### src/rtl/pinid_pkg.sv
package pinid_pkg;

   typedef enum logic [1:0] {
      PH_PRE   = 2'd0,
      PH_GUARD = 2'd1,
      PH_MARK  = 2'd2,
      PH_DATA  = 2'd3
   } phase_t;

   localparam int SPIKE_STEPS = 4;
   localparam int MARK_STEPS  = 8;
   localparam int IDX_BITS    = 8;

   // Frame layout in steps: spikes, guard, marker, index, guard
   localparam int MARK_FIRST  = SPIKE_STEPS + 1;
   localparam int DATA_FIRST  = MARK_FIRST + MARK_STEPS;
   localparam int TAIL_STEP   = DATA_FIRST + IDX_BITS;
   localparam int FRAME_STEPS = TAIL_STEP + 1;

endpackage

### src/rtl/pinid_step_timer.sv
module pinid_step_timer #(
   parameter int STEP_CYCLES = 4
) (
   input  logic clk_i,
   input  logic rst_i,
   output logic step_first_o,
   output logic step_end_o
);
   localparam int CW = (STEP_CYCLES > 1) ? $clog2(STEP_CYCLES) : 1;
   localparam logic [CW-1:0] LAST = CW'(STEP_CYCLES - 1);

   logic [CW-1:0] cyc_q;

   always_ff @(posedge clk_i) begin
      if (rst_i) begin
         cyc_q <= '0;
      end else if (cyc_q == LAST) begin
         cyc_q <= '0;
      end else begin
         cyc_q <= cyc_q + 1'b1;
      end
   end

   assign step_first_o = (cyc_q == '0);
   assign step_end_o   = (cyc_q == LAST);
endmodule

### src/rtl/pinid_frame_seq.sv
module pinid_frame_seq
   import pinid_pkg::*;
#(
   parameter int FRAME_LEN = FRAME_STEPS
) (
   input  logic                        clk_i,
   input  logic                        rst_i,
   input  logic                        step_end_i,
   output phase_t                      phase_o,
   output logic [$clog2(IDX_BITS)-1:0] bit_sel_o
);
   localparam int SW = $clog2(FRAME_LEN);
   localparam int BW = $clog2(IDX_BITS);
   localparam logic [SW-1:0] STEP_LAST = SW'(FRAME_LEN - 1);

   logic [SW-1:0] step_q;
   logic [SW-1:0] data_off;

   always_ff @(posedge clk_i) begin
      if (rst_i) begin
         step_q <= '0;
      end else if (step_end_i) begin
         step_q <= (step_q == STEP_LAST) ? '0 : step_q + 1'b1;
      end
   end

   always_comb begin
      if (step_q < SW'(SPIKE_STEPS)) begin
         phase_o = PH_PRE;
      end else if (step_q < SW'(MARK_FIRST)) begin
         phase_o = PH_GUARD;
      end else if (step_q < SW'(DATA_FIRST)) begin
         phase_o = PH_MARK;
      end else if (step_q < SW'(TAIL_STEP)) begin
         phase_o = PH_DATA;
      end else begin
         phase_o = PH_GUARD;
      end
   end

   assign data_off  = step_q - SW'(DATA_FIRST);
   assign bit_sel_o = data_off[BW-1:0];
endmodule

### src/rtl/pinid_lane.sv
module pinid_lane
   import pinid_pkg::*;
#(
   parameter logic [IDX_BITS-1:0] PIN_IDX = '0
) (
   input  logic                        clk_i,
   input  logic                        rst_i,
   input  phase_t                      phase_i,
   input  logic                        step_first_i,
   input  logic [$clog2(IDX_BITS)-1:0] bit_sel_i,
   output logic                        pin_o
);
   logic level_d;

   always_comb begin
      unique case (phase_i)
         PH_PRE:   level_d = step_first_i;
         PH_MARK:  level_d = 1'b1;
         PH_DATA:  level_d = PIN_IDX[bit_sel_i];
         default:  level_d = 1'b0;
      endcase
   end

   always_ff @(posedge clk_i) begin
      if (rst_i) begin
         pin_o <= 1'b0;
      end else begin
         pin_o <= level_d;
      end
   end
endmodule

### src/rtl/pinid_wavegen.sv
module pinid_wavegen
   import pinid_pkg::*;
#(
   parameter int NUM_PINS    = 16,
   parameter int STEP_CYCLES = 4
) (
   input  logic                clk_i,
   input  logic                rst_i,
   output logic [NUM_PINS-1:0] pins_o
);
   localparam int BW = $clog2(IDX_BITS);

   if (STEP_CYCLES < 2) begin : g_bad_step
      $error("STEP_CYCLES must be at least 2 so a spike is narrower than a step");
   end
   if (NUM_PINS < 1 || NUM_PINS > (1 << IDX_BITS)) begin : g_bad_pins
      $error("NUM_PINS must lie between 1 and 2**IDX_BITS");
   end

   logic          step_first;
   logic          step_end;
   phase_t        phase;
   logic [BW-1:0] bit_sel;

   pinid_step_timer #(
      .STEP_CYCLES (STEP_CYCLES)
   ) u_timer (
      .clk_i        (clk_i),
      .rst_i        (rst_i),
      .step_first_o (step_first),
      .step_end_o   (step_end)
   );

   pinid_frame_seq #(
      .FRAME_LEN (FRAME_STEPS)
   ) u_seq (
      .clk_i      (clk_i),
      .rst_i      (rst_i),
      .step_end_i (step_end),
      .phase_o    (phase),
      .bit_sel_o  (bit_sel)
   );

   for (genvar i = 0; i < NUM_PINS; i++) begin : g_lane
      pinid_lane #(
         .PIN_IDX (IDX_BITS'(i))
      ) u_lane (
         .clk_i        (clk_i),
         .rst_i        (rst_i),
         .phase_i      (phase),
         .step_first_i (step_first),
         .bit_sel_i    (bit_sel),
         .pin_o        (pins_o[i])
      );
   end
endmodule

### config.mk
export PLATFORM = sky130hd
export DESIGN_NAME = pinid_wavegen
export DESIGN_NICKNAME = d
export VERILOG_FILES = /design/src/rtl/pinid_pkg.sv /design/src/rtl/pinid_step_timer.sv /design/src/rtl/pinid_frame_seq.sv /design/src/rtl/pinid_lane.sv /design/src/rtl/pinid_wavegen.sv
export SDC_FILE = /design/constraint.sdc
export NUM_CORES = 1
export LEC_CHECK = 0
export BUFFER_PORTS_ARGS = -buffer_cell sky130_fd_sc_hd__buf_2
export CELL_PAD_IN_SITES_DETAIL_PLACEMENT = 0
export CELL_PAD_IN_SITES_GLOBAL_PLACEMENT = 1
export CORE_ASPECT_RATIO = 2
export CORE_MARGIN = 4
export CORE_UTILIZATION = 38
export CTS_BUF_LIST = sky130_fd_sc_hd__clkbuf_4 sky130_fd_sc_hd__clkbuf_8 sky130_fd_sc_hd__clkbuf_16
export DETAILED_ROUTE_END_ITERATION = 8
export PLACE_DENSITY = 0.77
export SLEW_MARGIN = 20
export SYNTH_ARGS = -nofsm -noshare
export SYNTH_HDL_FRONTEND = slang
export SYNTH_SLANG_ARGS = --single-unit
### constraint.sdc
create_clock -name clk_i -period 2.15 [get_ports clk_i]
set_clock_uncertainty 0.2 [all_clocks]
set_input_delay 0.215 -clock clk_i [delete_from_list [all_inputs] [get_ports clk_i]]
set_output_delay 0.215 -clock clk_i [all_outputs]
set_load 0.03 [all_outputs]
==> results of run 1 <==
==> routing by layer <==
layer / vias up / GRT usage [%] / part of all wire (%)
met5: - / 0 / 0
met4: 0 / 10.0 / 4.4
met3: 9 / 2.26 / 3.6
met2: 19 / 22.3 / 58
met1: 404 / 11.1 / 34
li1: 436 / - / -
==> worst reg2reg max path: cells and delay by family (launching register included) <==
| kind | cells | cell delay [ps] |
|---|---|---|
| DFF | 1 | 310 |
| adders and majority gates | 2 | 570 |
| buffers and inverters | 2 | 330 |
| AOI/OAI and AO/OA | 3 | 510 |
==> synth_stat cells, drive strengths merged (2+ instances only) <==
cell type  instances  area [µm²]
xnor2              2        17.5
xor2               2        17.5
nor2b              2        12.5
nor2               9        33.8
buf               20         143
inv                8        30.0
dfxtp             23         460
o22ai              2        12.5
nand2              6        22.5
clkbuf             2        7.51
o21ai              5        36.3
a21oi             16        80.1
nand3              3        15.0
nand2b             7        43.8
nand4              2        12.5
or2                2        12.5
ha                10         125
nor3               2        10.0
==> kinds of logic after synthesis <==
group / after synthesis
simple gates: 37
compound gates: 29
fa+ha+maj: 10
flops: 23
xor+xnor: 4
buf+inv: 30
mux: 2
==> report_power, final <==
group / internal [mW] / switching, mW
Combinational: 0.0673 / 0.149
Sequential: 0.469 / 0.0104
Clock: 0.129 / 0.132
Total: 0.666 / 0.292
==> layout make-up <==
class                           instances  area, µm²
Clock buffer                            3       41.3
Clock inverter                          1       5.00
Inverter                                8       30.0
Timing Repair Buffer                   21        115
Sequential cell                        23        462
Fill cell                             314       1750
Multi-Input combinational cell         82        574
Tap cell                               30       37.5
==> cells in the final DEF (no fill, tap or decap), types with 2 or more instances in the layout <==
cell / instances
ha_1: 9
nor2b_1: 2
nand3_1: 3
xor2_1: 2
buf_2: 17
nand4_1: 2
xnor2_1: 2
o21ai_2: 3
or2_0: 2
dfxtp_1: 22
nor2_1: 9
o22ai_1: 2
nand2_1: 6
nand2b_1: 7
a21oi_1: 16
inv_1: 8
buf_4: 4
clkbuf_8: 3
nor3_1: 2
==> metrics by stage <==
step,instance area (µm²),utilization [%],worst slack (ps),total power [mW],std cells
4_1_cts,1250,41.6,31.8,0.975,167
3_5_place_dp,1210,40.1,76.3,0.708,163
6_report,1260,42.0,163,0.958,168
3_3_place_gp,1210,40.1,96.3,0.704,163
2_1_floorplan,1210,-,151,0.697,135
5_1_grt,1260,42.0,1.00,1.01,168
==> timing repair <==
item	4_1_cts	5_1_grt
hold buffers	0	0
hold endpoints to repair	0	0
buffers inserted	0	1
resized for setup	0	2
endpoints found under the setup margin	0	7
==> registers in the layout, summed over array words and instances (netlist names) <==
signal / count
u_timer.cyc_q: 2
g_lane.u_lane.pin_o: 16
u_seq.step_q: 5
==> final timing paths <==
check	endpoint	slack (ps)	cells past startpoint
hold reg to reg	u_timer.cyc_q[0]	260	1
hold / removal	g_lane[0].u_lane.pin_o	90	2
setup reg to reg	g_lane[9].u_lane.pin_o	160	7
setup / recovery	g_lane[9].u_lane.pin_o	160	7
==> results_dict.tcl, run 1 <==
set metrics [dict create \
    first_pass_iters 4 \
    viasPerCell 5.17 \
    cpMaxStageDelayCell "ha_2" \
    hold_class "input pin to register" \
    yosys_warnings 0 \
    synth_top_family_by_area "compound AO/OA/AOI/OAI gates" \
    finalHoldViolCount 0 \
    peakVddDrop_uv 283 \
    antenna_found_initial 0 \
    nets 151 \
    cp_slowest_stage_delay_ps 330 \
    setup_tns_ps 0 \
    setup_viol_count_final 0 \
    min_from "rst_i" \
    h-tree-depth 1 \
    dieHeight_um 87.9 \
    track_usage_pct 12.6 \
    syn_avg_cell_area_um2 8.98 \
    critical_path.startpoint "u_seq.step_q[0]" \
    crit_buf_inv 2 \
    worstMarginPinSlew_ps 406 \
    start_util_pct 40.2 \
    die-area_um2 4210 \
    num_rows 28 \
    hpwl_um 1680 \
    synthMuxAreaShare_pct 1.75 \
    finalCritPeriodShare_pct 92.4 \
    port_buffers 17 \
    grt_pass1_vias 913 \
    timing.slew.headroom_pct 73.0 \
    cts_tree "done" \
    grt_max_degree 16 \
    path_clk_slew_ps 70 \
    cp.arrival_ps 1990 \
    dieWidth_um 47.9 \
    status "completed" \
    fin_crit_ps 1990 \
    drc_errors 0 \
    path_cells "inv_1, ha_1, ha_2, a2111oi_4, buf_4, o21ai_2, a21oi_1" \
    cp.required_ps 2150 \
    grt_overflow 0 \
    r2r-start "u_seq.step_q[0]" \
    cts_root_buf "clkbuf_8" \
    drive_gt1_share_pct 23.2 \
    antenna_cells 0 \
    syn_area_um2 1210 \
    numCtsBuffers 3 \
    ys_seq_elements 23 \
    place_congestion 0.778 \
    rsz0062_at_grt "false" \
    drt.antenna.violating_nets 0 \
    path_class "register to register" \
    area_growth_pct 4.33 \
    drt_iter0_drc 8 \
    ys_types 33 \
    max_freq_ghz 0.503 \
    post_drt_wl_per_cell_um 13.0 \
    routed_wl_um 2190 \
    worstPathMaxFanout 7 \
    syn_inst 135 \
    clock_sinks 23 \
    drv_cap 0 \
    maxSlewViolCount 0 \
    ios 18 \
    whs_ps 91.7 \
    async_reset_ff_share_pct 0 \
    clock_latency_ps 270 \
    synth_ff_type "dfxtp_1" \
    placeableCoreArea_um2 3010 \
    start_kind "register" \
    powerDensity_nw_per_um2 757 \
    synth_edf_count 0 \
    power_leakage_nw 0.576 \
    synth_adder_area_share_pct 10.3 \
    crit_family "adder cells" \
    grt_pass1_wl_um 3800 \
    yosys.area_share.xor_xnor_pct 2.89 \
    synth-compound-area-share_pct 16.5 \
    synthSimpleGateAreaFrac_pct 15.7 \
    ys_seq_area_share_pct 38.0 \
    syn-num-nets 147 \
    setup.worst_path.end_class "register" \
    cts_buffer_depth 2 \
    num_vias 868 \
]
Power figures use the tool's default switching activity.
==> run 2, diff against run 1 <==
--- a/config.mk
+++ b/config.mk
@@ -5,7 +5,7 @@
 export SDC_FILE = /design/constraint.sdc
 export NUM_CORES = 1
 export LEC_CHECK = 0
-export BUFFER_PORTS_ARGS = -buffer_cell sky130_fd_sc_hd__buf_2
+export BUFFER_PORTS_ARGS = -buffer_cell sky130_fd_sc_hd__clkbuf_2
 export CELL_PAD_IN_SITES_DETAIL_PLACEMENT = 0
 export CELL_PAD_IN_SITES_GLOBAL_PLACEMENT = 1
 export CORE_ASPECT_RATIO = 2
==> run 2 against run 1 <==
Sequential power about the same. Combinational power hardly changed. Sequential share of layout area is 0.072 points lower. First-iteration DRC count rose by 75%. Via count grew 1.3%. Die area unchanged. Critical path depth shrank 1. Clock power rose by 2%. Register-to-register slack hardly changed. Routed wire length grew 2.7%. Global-route usage decreased by 0.45 points.
==> results_dict.tcl, run 2 (synthesized netlist as in run 1, its figures left out) <==
set metrics [dict create \
    cts_root_buf "clkbuf_8" \
    antenna_cells 0 \
    path_clk_slew_ps 80 \
    drc_errors 0 \
    die-area_um2 4210 \
    start_kind "register" \
    finalCritPeriodShare_pct 92.2 \
    cts_tree "done" \
    max_freq_ghz 0.504 \
    crit_family "compound AO/OA/AOI/OAI gates" \
    setup.worst_path.end_class "register" \
    setup_viol_count_final 0 \
    wl_met3_um 83 \
    start_util_pct 40.2 \
    cts_buffer_depth 2 \
    peakVddDrop_uv 370 \
    switchingPower_mw 0.302 \
    hold_buffers 0 \
    fillers 300 \
    ios 18 \
    path_class "register to register" \
    crit_buf_inv 2 \
    rrSetupSlack_ps 170 \
    layout_commonest_cell "dfxtp_1" \
    dr.max_layer_used "met4" \
    cp_slowest_stage_delay_ps 430 \
    grt_pass1_vias 853 \
    cpMaxStageDelayCell "dfxtp_2" \
    placeableCoreArea_um2 3010 \
    timing.slew.headroom_pct 71.7 \
    dp.cells 163 \
    viasPerCell 5.23 \
    r2r_end "g_lane[11].u_lane.pin_o" \
    grt_overflow 0 \
    final_area_um2 1270 \
    routedLengthMet1_um 820 \
    r2r-start "u_seq.step_q[2]" \
    drt_iter0_drc 14 \
    finalPower_mw 0.967 \
    finalHoldViolCount 0 \
    hpwl_um 1670 \
    num_rows 28 \
    dieHeight_um 87.9 \
    track_usage_pct 12.1 \
    rsz0062_at_grt "false" \
    fin_crit_ps 1980 \
    powerDensity_nw_per_um2 763 \
    dieWidth_um 47.9 \
    path_cells "inv_1, ha_2, a2111oi_4, buf_4, nand2b_1, a21oi_1" \
    nets 151 \
    routed_wl_um 2250 \
    drv_cap 0 \
    met2_length_um 1200 \
    clock_latency_ps 260 \
    numCtsBuffers 3 \
    critical_path.startpoint "u_seq.step_q[2]" \
    clock_sinks 23 \
    largest_reg_flops 16 \
    drt.antenna.violating_nets 0 \
    first_pass_iters 4 \
    layout_common_cells "dfxtp_1 (22), clkbuf_2 (17), a21oi_1 (16), nor2_1 (9), ha_1 (8)" \
    worstMarginPinSlew_ps 424 \
    grt_pass1_wl_um 3680 \
    crit_end "g_lane[11].u_lane.pin_o" \
    setup_tns_ps 0 \
    clockPowerShare_pct 27.7 \
    top_regs "g_lane.u_lane.pin_o x16, u_seq.step_q x5, u_timer.cyc_q x2" \
    maxSlewViolCount 0 \
    cp_num_cells 6 \
    stdcell_count 168 \
    p_comb_share_pct 22.6 \
    power_leakage_nw 0.571 \
    multi_input_area_um2 577 \
    ff_latch_area_um2 462 \
    r2r_cells 6 \
    place_congestion 0.818 \
    area_growth_pct 4.54 \
    hold_class "input pin to register" \
    worstPathMaxFanout 10 \
    h-tree-depth 1 \
    cp.required_ps 2150 \
    seq_power_share_pct 49.8 \
    switching_share_pct 31.2 \
    num_vias 879 \
    status "completed" \
    dp_slack_ps 32.1 \
    place_area_um2 1210 \
    worst_slack_ps 167 \
    drive_gt1_share_pct 24.6 \
    port_buffers 17 \
    cp.arrival_ps 1980 \
    antenna_found_initial 0 \
    top_register "g_lane.u_lane.pin_o" \
    grt_max_degree 16 \
    post_drt_wl_per_cell_um 13.4 \
    internal_power_mw 0.666 \
]
run 2: cell count changes in the layout (fill, tap and decap cells not counted), sizes merged:
cell,delta
clkbuf,+17
buf,-17
run 2: worst min-delay path by stage:
stage	startpoint	to	cells past startpoint
finish	rst_i	u_seq.step_q[0]	2
global route	rst_i	g_lane[5].u_lane.pin_o	2
CTS	rst_i	g_lane[2].u_lane.pin_o	2
detailed placement	u_timer.cyc_q[0]	u_timer.cyc_q[0]	1
global placement	u_timer.cyc_q[0]	u_timer.cyc_q[0]	1
floorplan	rst_i	g_lane[4].u_lane.pin_o	2
run 2: power by group through the flow:
stage                     clock (mW)  sequential [mW]  combinational (mW)
after CTS                      0.276            0.482               0.218
after global routing           0.291            0.486               0.237
final                          0.268            0.482               0.218
after global placement             0            0.491               0.214
after floorplan                    0            0.492               0.205
after detailed placement           0            0.492               0.217
run 2: area by class of cell:
type                       count  share of cell area (%)
multi-input combinational     82                    45.5
sequential                    23                    36.4
timing repair buffer          21                    9.08
clock buffer                   3                    3.26
tap                           30                    2.96
inverter                       8                    2.37
clock inverter                 1                   0.395
run 2: stage by stage:
stage               hold WS, ps  util [%]
floorplan                   196         -
global placement            237      40.1
detailed placement          244      40.1
CTS                         111      41.9
global route                160      42.1
finish                      120      42.1
run 2: worst register-to-register path, cell delays in order (launching register included):
cell and delay [ps]:
dfxtp_2 430, inv_1 180, ha_2 360, a2111oi_4 320
buf_4 210, nand2b_1 80, a21oi_1 140
run 2: per-layer routing:
layer  global-route usage (%)  vias up
met5                        0        -
met4                     10.0        0
met2                     20.6       22
li1                         -      439
met1                     11.9      408
met3                     1.44       10
run 2: what timing repair did:
item                                    CTS  global route
endpoints found under the setup margin    1             7
pin swaps                                 1             0
gates cloned                              0             0
endpoints found under the hold margin     0             0
resized for setup                         1             3
buffers inserted                          1             0
